**src/rtl/ptg_pkg.sv**
```systemverilog
`timescale 1ns/1ps
package ptg_pkg;
  typedef enum logic [1:0] {
    CH_IDLE  = 2'd0,
    CH_ARMED = 2'd1,
    CH_RUN   = 2'd2
  } ch_state_e;
endpackage

```
**src/rtl/ptg_interval_timer.sv**
```systemverilog
`timescale 1ns/1ps
module ptg_interval_timer #(
  parameter int DUR_W = 32
) (
  input  logic             clk,
  input  logic             rst_n,
  input  logic             clr,
  input  logic             load,
  input  logic [DUR_W-1:0] load_val,
  output logic             last
);
  // hold length of one interval: a zero word counts as one cycle
  function automatic logic [DUR_W-1:0] hold_len(input logic [DUR_W-1:0] d);
    return (d == '0) ? {{(DUR_W-1){1'b0}}, 1'b1} : d;
  endfunction

  localparam logic [DUR_W-1:0] ONE = {{(DUR_W-1){1'b0}}, 1'b1};

  logic [DUR_W-1:0] remain;

  always_ff @(posedge clk or negedge rst_n) begin
    if (!rst_n) begin
      remain <= '0;
    end else if (clr) begin
      remain <= '0;
    end else if (load) begin
      remain <= hold_len(load_val);
    end else if (remain != '0) begin
      remain <= remain - ONE;
    end
  end

  assign last = (remain == ONE);

  // a zero word yields a one-cycle interval
  assert_zero_one_cycle_R4: assert property (@(posedge clk) disable iff (!rst_n)
    (load && !clr && load_val == '0) |=> last);

  // a loaded interval is never empty
  assert_load_nonempty_R3: assert property (@(posedge clk) disable iff (!rst_n)
    (load && !clr) |=> (remain != '0));
endmodule

```
**src/rtl/ptg_chan_fsm.sv**
```systemverilog
`timescale 1ns/1ps
module ptg_chan_fsm
  import ptg_pkg::*;
(
  input  logic clk,
  input  logic rst_n,
  input  logic enable,
  input  logic start,
  input  logic stop,
  input  logic dur_valid,
  input  logic timer_last,
  output logic dur_ready,
  output logic take,
  output logic level,
  output logic underrun,
  output logic done
);
  ch_state_e st;
  logic      stop_req;

  // named internal events
  logic stop_pend;
  logic ev_expire;
  logic ev_take;
  logic ev_underrun;
  logic ev_finish;

  assign stop_pend   = stop_req | stop;
  assign ev_expire   = enable && (st == CH_RUN) && timer_last;
  assign dur_ready   = enable && (((st == CH_ARMED) && !stop) ||
                                  (ev_expire && !stop_pend));
  assign ev_take     = dur_ready && dur_valid;
  assign ev_finish   = ev_expire && stop_pend;
  assign ev_underrun = ev_expire && !stop_pend && !dur_valid;
  assign take        = ev_take;

  always_ff @(posedge clk or negedge rst_n) begin
    if (!rst_n) begin
      st       <= CH_IDLE;
      stop_req <= 1'b0;
      level    <= 1'b0;
      underrun <= 1'b0;
      done     <= 1'b0;
    end else begin
      done <= 1'b0;
      if (!enable) begin
        st       <= CH_IDLE;
        stop_req <= 1'b0;
        level    <= 1'b0;
      end else begin
        unique case (st)
          CH_IDLE: begin
            if (start) begin
              st       <= CH_ARMED;
              underrun <= 1'b0;
              stop_req <= 1'b0;
            end
          end
          CH_ARMED: begin
            if (stop) begin
              st   <= CH_IDLE;
              done <= 1'b1;
            end else if (ev_take) begin
              st    <= CH_RUN;
              level <= 1'b1;
            end
          end
          CH_RUN: begin
            if (stop) stop_req <= 1'b1;
            if (ev_finish) begin
              st       <= CH_IDLE;
              level    <= 1'b0;
              done     <= 1'b1;
              stop_req <= 1'b0;
            end else if (ev_take) begin
              level <= ~level;
            end else if (ev_underrun) begin
              st       <= CH_IDLE;
              level    <= 1'b0;
              underrun <= 1'b1;
            end
          end
          default: st <= CH_IDLE;
        endcase
      end
    end
  end

  assert_idle_low_R1: assert property (@(posedge clk) disable iff (!rst_n)
    (st != CH_RUN) |-> !level);

  assert_first_high_R2: assert property (@(posedge clk) disable iff (!rst_n)
    (st == CH_ARMED && ev_take) |=> (level && st == CH_RUN));

  assert_toggle_R3: assert property (@(posedge clk) disable iff (!rst_n)
    (st == CH_RUN && ev_take) |=> (level != $past(level)));

  assert_underrun_idle_R5: assert property (@(posedge clk) disable iff (!rst_n)
    ev_underrun |=> (st == CH_IDLE && !level && underrun));

  assert_done_idle_R6: assert property (@(posedge clk) disable iff (!rst_n)
    done |-> (st == CH_IDLE && !level));

  assert_disable_idle_R8: assert property (@(posedge clk) disable iff (!rst_n)
    !enable |=> (st == CH_IDLE && !level));

  assert_no_take_midinterval_R9: assert property (@(posedge clk) disable iff (!rst_n)
    (st == CH_RUN && !timer_last) |-> !dur_ready);
endmodule

```
**src/rtl/ptg_channel.sv**
```systemverilog
`timescale 1ns/1ps
module ptg_channel #(
  parameter int DUR_W = 32
) (
  input  logic             clk,
  input  logic             rst_n,
  input  logic             enable,
  input  logic             start,
  input  logic             stop,
  input  logic             dur_valid,
  input  logic [DUR_W-1:0] dur_data,
  output logic             dur_ready,
  output logic             pulse_out,
  output logic             underrun,
  output logic             done
);
  logic timer_last;
  logic take;

  ptg_interval_timer #(.DUR_W(DUR_W)) u_timer (
    .clk      (clk),
    .rst_n    (rst_n),
    .clr      (!enable),
    .load     (take),
    .load_val (dur_data),
    .last     (timer_last)
  );

  ptg_chan_fsm u_fsm (
    .clk        (clk),
    .rst_n      (rst_n),
    .enable     (enable),
    .start      (start),
    .stop       (stop),
    .dur_valid  (dur_valid),
    .timer_last (timer_last),
    .dur_ready  (dur_ready),
    .take       (take),
    .level      (pulse_out),
    .underrun   (underrun),
    .done       (done)
  );
endmodule

```
**src/rtl/pulse_train_gen.sv**
```systemverilog
`timescale 1ns/1ps
module pulse_train_gen #(
  parameter int NCH   = 2,
  parameter int DUR_W = 32
) (
  input  logic                 clk,
  input  logic                 rst_n,
  input  logic                 enable,
  input  logic [NCH-1:0]       start,
  input  logic [NCH-1:0]       stop,
  input  logic [NCH-1:0]       dur_valid,
  input  logic [NCH*DUR_W-1:0] dur_data,
  output logic [NCH-1:0]       dur_ready,
  output logic [NCH-1:0]       pulse_out,
  output logic [NCH-1:0]       underrun,
  output logic [NCH-1:0]       done
);
  for (genvar c = 0; c < NCH; c++) begin : g_ch
    ptg_channel #(.DUR_W(DUR_W)) u_ch (
      .clk       (clk),
      .rst_n     (rst_n),
      .enable    (enable),
      .start     (start[c]),
      .stop      (stop[c]),
      .dur_valid (dur_valid[c]),
      .dur_data  (dur_data[c*DUR_W +: DUR_W]),
      .dur_ready (dur_ready[c]),
      .pulse_out (pulse_out[c]),
      .underrun  (underrun[c]),
      .done      (done[c])
    );
  end

  // no output is active right after reset is released
  assert_reset_quiet_R1: assert property (@(posedge clk)
    $rose(rst_n) |-> (pulse_out == '0 && done == '0 && underrun == '0));
endmodule

```
**config.mk**
```make
export PLATFORM = sky130hd
export DESIGN_NAME = pulse_train_gen
export DESIGN_NICKNAME = d
export VERILOG_FILES = /design/src/rtl/ptg_pkg.sv /design/src/rtl/ptg_interval_timer.sv /design/src/rtl/ptg_chan_fsm.sv /design/src/rtl/ptg_channel.sv /design/src/rtl/pulse_train_gen.sv
export SDC_FILE = /design/constraint.sdc
export NUM_CORES = 1
export LEC_CHECK = 0
export BUFFER_PORTS_ARGS = -buffer_cell sky130_fd_sc_hd__buf_2
export CAP_MARGIN = 20
export CELL_PAD_IN_SITES_DETAIL_PLACEMENT = 1
export CELL_PAD_IN_SITES_GLOBAL_PLACEMENT = 1
export CORE_ASPECT_RATIO = 1.5
export CORE_MARGIN = 1
export CORE_UTILIZATION = 45
export DETAILED_ROUTE_END_ITERATION = 8
export PLACE_DENSITY = 0.93
export SLEW_MARGIN = 15
export SYNTH_ARGS = -nofsm -noshare
export SYNTH_HDL_FRONTEND = slang
export SYNTH_SLANG_ARGS = --single-unit
```
**constraint.sdc**
```tcl
create_clock -name clk -period 8.6 [get_ports clk]
set_input_delay 1.29 -clock clk [delete_from_list [all_inputs] [get_ports clk]]
set_output_delay 1.29 -clock clk [all_outputs]
set_load 0.005 [all_outputs]
```
# Word level (Yosys, flattened, before mapping)
# Cells that the tools add are included.
[op_classes]
n_mul = 0
add_sub_neg = 2
n_mux = 64
bitwise_logic = 4
div = 0
n_reduce_logical = 40
shifts = 0
n_eq_ne = 36
n_lt_le_gt_ge = 0
[ops]
columns = ["op", "count"]
rows = [
  ["two-way mux 32 bit", 8],
  ["== test 32 x 1 -> 1 bit, second input constant", 2],
  ["zero test 32 bit", 2],
  ["nonzero test 32 bit", 2],
  ["subtractor 32 x 1 -> 32 bit, second input constant", 2],
  ["two-way mux 1 bit", 32],
  ["two-way mux 2 bit", 14],
  ["!= test 4 bit, second input constant", 6],
  ["!= test 3 x 1 -> 1 bit, second input constant", 6],
  ["logical AND 1 bit", 16],
  ["!= test 2 bit, second input constant", 8],
  ["case mux 1 bit (2 select lines)", 8],
  ["AND reduction 4 bit", 4],
  ["!= test 3 bit, second input constant", 4],
  ["case mux 2 bit (3 select lines)", 2],
  ["AND reduction 6 bit", 2],
  ["!= test 5 x 4 -> 1 bit, second input constant", 2],
  ["!= test 4 x 3 -> 1 bit, second input constant", 2],
  ["zero test 1 bit", 6],
  ["!= test 3 x 2 -> 1 bit, second input constant", 2],
  ["AND reduction 3 bit", 2],
  ["== test 2 x 1 -> 1 bit, second input constant", 2],
  ["== test 2 bit, second input constant", 2],
  ["zero test 2 bit", 2],
  ["other kinds (4)", 8],
]
[word_totals]
mem_bits_ro = 0
ram_bits = 0
register_bits = 76
mem_count = 0
latch_bits = 0
output_inout_bits = 8
inputBits = 73
wordCells = 158

# Logic depth before layout (Yosys ltp)
[logic_depth]
ltp_word = 11
depth_mapped = 9
mapped_depth_nobuf = 8

# Modules after synthesis
# A second synthesis with hierarchy kept.
[unflattened]
cells_unflattened = 561
area_unflattened_um2 = 5183.7
[modules_own_cells]
columns = ["mod", "area_each_um2", "cells_each", "n_inst"]
rows = [
  ["ptg_interval_timer at g_ch[0].u_ch.u_timer", 2238.4, 235, 1],
  ["ptg_interval_timer at g_ch[1].u_ch.u_timer", 2060.7, 227, 1],
  ["ptg_chan_fsm at g_ch[0].u_ch.u_fsm", 447.9, 49, 1],
  ["ptg_chan_fsm at g_ch[1].u_ch.u_fsm", 429.2, 48, 1],
  ["ptg_channel", 3.8, 1, 2],
]

# Worst setup path after synthesis
# OpenSTA, ideal clock, no wires.
[synth_path]
path_kind = "input-to-output"
startpoint = "input port enable"
endpoint = "output port dur_ready[1]"
stages = 7
path_buffers = 3
t_arrival_ns = 2.592
required_time_ns = 7.310
path_slack_ns = 4.718
path_cell_list = "clkbuf_1 nand4b_1 or4_1 clkbuf_1 nor2_1 a22o_1 buf_4"
[synth_between]
elab_chain_len = 5
[synth_lines]
columns = ["element", "line", "text"]
rows = [
  ["start, declared", "pulse_train_gen.sv:8", "input logic enable,"],
  ["logical AND 1 bit (2 in a row)", "ptg_chan_fsm.sv:29", "assign ev_expire = enable && (st == CH_RUN) && timer_last;"],
  ["logical AND 1 bit", "ptg_chan_fsm.sv:31", "(ev_expire && !stop_pend));"],
  ["logical OR 1 bit", "ptg_chan_fsm.sv:30", "assign dur_ready = enable && (((st == CH_ARMED) && !stop) ||"],
  ["logical AND 1 bit (*)", "ptg_chan_fsm.sv:30", ""],
  ["end, declared", "pulse_train_gen.sv:13", "output logic [NCH-1:0] dur_ready,"],
]
# Every way passes the cells marked *; elsewhere a longest branch is shown, timed or not.

# Worst setup path after layout
[layout_path]
startpoint = "register g_ch[1].u_ch.u_timer.remain[20]"
endpoint = "output port dur_ready[1]"
[layout_between]
elab_chain_len = 5
[layout_lines]
columns = ["element", "line", "text"]
rows = [
  ["start, declared", "ptg_interval_timer.sv:19", "logic [DUR_W-1:0] remain;"],
  ["start signal, assigned", "ptg_interval_timer.sv:27", "remain <= hold_len(load_val);"],
  ["start signal, assigned", "ptg_interval_timer.sv:29", "remain <= remain - ONE;"],
  ["== test 32 x 1 -> 1 bit", "ptg_interval_timer.sv:33", "assign last = (remain == ONE);"],
  ["logical AND 1 bit", "ptg_chan_fsm.sv:29", ""],
  ["logical AND 1 bit", "ptg_chan_fsm.sv:31", ""],
  ["logical OR 1 bit", "ptg_chan_fsm.sv:30", ""],
  ["logical AND 1 bit", "ptg_chan_fsm.sv:30", ""],
]
# No other way between the ends.

==> flow_summary.ini <==
[placement]
place.gp.congestion = 0.8602
io_buffer_count = 80
dpl_cell_area_um2 = 5325
dp_hpwl_mm = 10.67

[final_layout]
syn_to_final_growth_pct = 15.40
fin_area_um2 = 5643
multiInputGateArea_um2 = 2783
fill_cells = 1313
seq_area_um2 = 1902
nets = 711
num_antenna_cells = 0
drive_gt1_share_pct = 17.83

[global_route]
grt_max_degree = 77
grt.total_usage_pct = 27.47
grt_pass1_vias = 5119
overflow = 0
antenna_found_initial = 0
grt_first_pass_wirelength_mm = 24.02

[critical_path]
worst-path-max-fanout = 6
cp-start-kind = flip-flop
cp.arrival_ns = 2.94
critical_path_class = flip-flop to output pin
required_ns = 7.31
endpoint_kind = output pin

[die]
die_h_um = 129.7
num_io_pins = 81
die_area_um2 = 11300
die_w_um = 87.11
num_rows = 46
start_util_pct = 46.17
core-area_um2 = 10590

[drt]
drt_iter0_markers = 171
vias = 4651
routed_wl_mm = 14.37
detail-route-antenna-nets = 0
first_pass_iters = 4
viasPerCell = 6.025
wl_per_cell_um = 18.62
drcViolationCount = 0

[logic_synthesis]
synthDistinctLibCells = 54
synthFlopType = dfrtp_1
yosys_warnings = 0
synth_top_area_cell = dfrtp_1
yosysSeqAreaShare_pct = 38.89
syn_inst = 565
yosys.area.top_type_share_pct = 38.89
synthTopCellsByArea = dfrtp_1 (39%), a211oi_1 (8.1%), nor2_1 (7.8%)
yosys_register_bits = 76
synthArstFlopShare_pct = 100.0
avgSynthCellArea_um2 = 8.654
synth_edf_count = 0
syn_nets = 652
synthesis.area_um2 = 4890

[timing]
maxClockFrequency_mhz = 236.3
setup_violations = 0
finClkSkew_ns = 0.005596
maxSlewViolCount = 0
fin_crit_sh_pct = 49.20
rsz0062_at_grt = false
slew_headroom_pct = 29.98
hold_violations = 0
fin_setup_tns_ns = 0
min_period_ns = 4.232
tightest_slew_ns = 1.048

[power]
vdd.ir_drop.worst_mv = 0.2011
p_int_w = 0.001155
p_switching_w = 0.0009611
powerDensity_nw_per_um2 = 375.1
p_clk_share_pct = 16.7
p_comb_share_pct = 52.9
p_total_w = 0.002116
leakagePower_nw = 2.439
p_sw_share_pct = 45.41
p_seq_share_pct = 30.4

[clocking]
htreeDepth = 3
cts_tree = built
cts_setup_buffers = 0
cts_resized = 0
cts_buffers = 9
numClockSinks = 76
clock_latency_ns = 0.34
cts-hold-fix-buffers = 0
clk_path_buf_depth = 2
cts-root-buf = clkbuf_16
path_clk_slew_ns = 0.06

[job]
cap_viol_max_count = 0

[worst_hold_path]
hold_path_class = flip-flop to flip-flop

[status]
status = finished, final reports clean
==> power by group through the flow <==
stage	clock network, W	registers [W]	logic (W)
floorplan	0	0.000607	0.000851
global placement	0	0.000630	0.00104
detailed placement	0	0.000648	0.00109
CTS	0.000359	0.000642	0.00111
global route	0.000373	0.000662	0.00124
finish	0.000354	0.000644	0.00112
==> state kept, by name, indices dropped and copies added (netlist names) <==
| name | cells |
|---|---|
| g_ch.u_ch.u_fsm.stop_req | 2 |
| g_ch.u_ch.u_fsm.underrun | 2 |
| g_ch.u_ch.u_fsm.done | 2 |
| g_ch.u_ch.u_fsm.st | 4 |
| g_ch.u_ch.u_fsm.level | 2 |
| g_ch.u_ch.u_timer.remain | 64 |
==> metal layers <==
metal	GRT usage, %	up-vias	part of all wire [%]
met4	14.85	0	4.0
met2	51.69	130	54
met3	3.376	45	3.2
met1	29.35	2292	38
li1	-	2184	-
met5	0	-	0
==> kinds of logic (layout without fill, tap and decap cells) <==
| group | after synthesis | count (layout) | synth area share, % |
|---|---|---|---|
| buffers and inverters | 48 | 111 | 4.452 |
| AND/OR/NAND/NOR | 269 | 269 | 27.71 |
| XOR/XNOR | 52 | 52 | 9.314 |
| AO/OA/AOI/OAI | 104 | 104 | 15.61 |
| multiplexers | 2 | 2 | 0.4350 |
| flip-flops | 76 | 76 | 38.89 |
| adder cells (fa/ha/maj) | 14 | 14 | 3.582 |
==> critical path, stage by stage, from the launching register on <==
cell,delay [ns]
dfrtp_1,0.41
nor4_1,0.63
nand4_1,0.41
or4_1,0.72
nor2_1,0.18
a22o_1,0.14
buf_2,0.11
==> worst paths after layout <==
path | startpoint | to | cells after the start | slack [ns]
max in group asynchronous | rst_n | g_ch[0].u_ch.u_timer.remain[10] | 2 | 6.76
worst max register to register | g_ch[1].u_ch.u_timer.remain[20] | g_ch[1].u_ch.u_timer.remain[19] | 6 | 5.05
worst min-delay path | g_ch[1].u_ch.u_fsm.underrun | g_ch[1].u_ch.u_fsm.underrun | 2 | 0.51
worst min register to register | g_ch[1].u_ch.u_fsm.underrun | g_ch[1].u_ch.u_fsm.underrun | 2 | 0.51
worst max-delay path | g_ch[1].u_ch.u_timer.remain[20] | dur_ready[1] | 6 | 4.37
min in group asynchronous | rst_n | g_ch[1].u_ch.u_timer.remain[6] | 2 | 1.17
==> layout by cell type (no fill, tap or decap), drive strengths merged, types with 4 or more instances in the layout <==
| cell | synthesis | routed |
|---|---|---|
| a31oi | 5 | 5 |
| nor2 | 102 | 102 |
| nand2b | 5 | 5 |
| a311oi | 5 | 5 |
| or4 | 12 | 12 |
| a21oi | 7 | 7 |
| or2 | 4 | 4 |
| nand4 | 10 | 10 |
| o21ai | 9 | 9 |
| nand2 | 31 | 31 |
| nand4b | 4 | 4 |
| inv | 11 | 11 |
| dfrtp | 76 | 76 |
| xor2 | 11 | 11 |
| ha | 14 | 14 |
| nand3 | 15 | 15 |
| nor3 | 31 | 31 |
| a211oi | 54 | 54 |
| nor4 | 34 | 34 |
| buf | 11 | 84 |
| clkbuf | 25 | 13 |
| xnor2 | 41 | 41 |
| and3 | 4 | 4 |
| or3 | 7 | 7 |
==> layout make-up <==
class	count	area share, %
clock inverters	2	0.1774
repair buffers	84	8.204
clock buffers	13	4.612
well taps	144	3.193
multi-input cells	441	49.31
inverters	12	0.7982
flip-flops and latches	76	33.70
==> cells in the mapped netlist (all sizes together) (5+ instances only) <==
master / n
xnor2: 41
nor2: 102
o21ai: 9
nand3: 15
a21oi: 7
a31oi: 5
dfrtp: 76
clkbuf: 25
nor3: 31
xor2: 11
nand2b: 5
buf: 11
or4: 12
ha: 14
nand2: 31
a211oi: 54
nor4: 34
a311oi: 5
inv: 11
nand4: 10
or3: 7
==> stage by stage <==
stage | setup WS [ns] | hold slack [ns] | std cells | util (%)
floorplan | 4.718 | 0.4786 | 565 | -
global placement | 4.579 | 0.4970 | 755 | 50.28
detailed placement | 4.546 | 0.5165 | 755 | 50.28
CTS | 4.365 | 0.5291 | 770 | 52.84
global route | 4.201 | 0.5582 | 772 | 53.28
finish | 4.368 | 0.5118 | 772 | 53.28
Note: power is estimated with default switching activity, not from simulation.
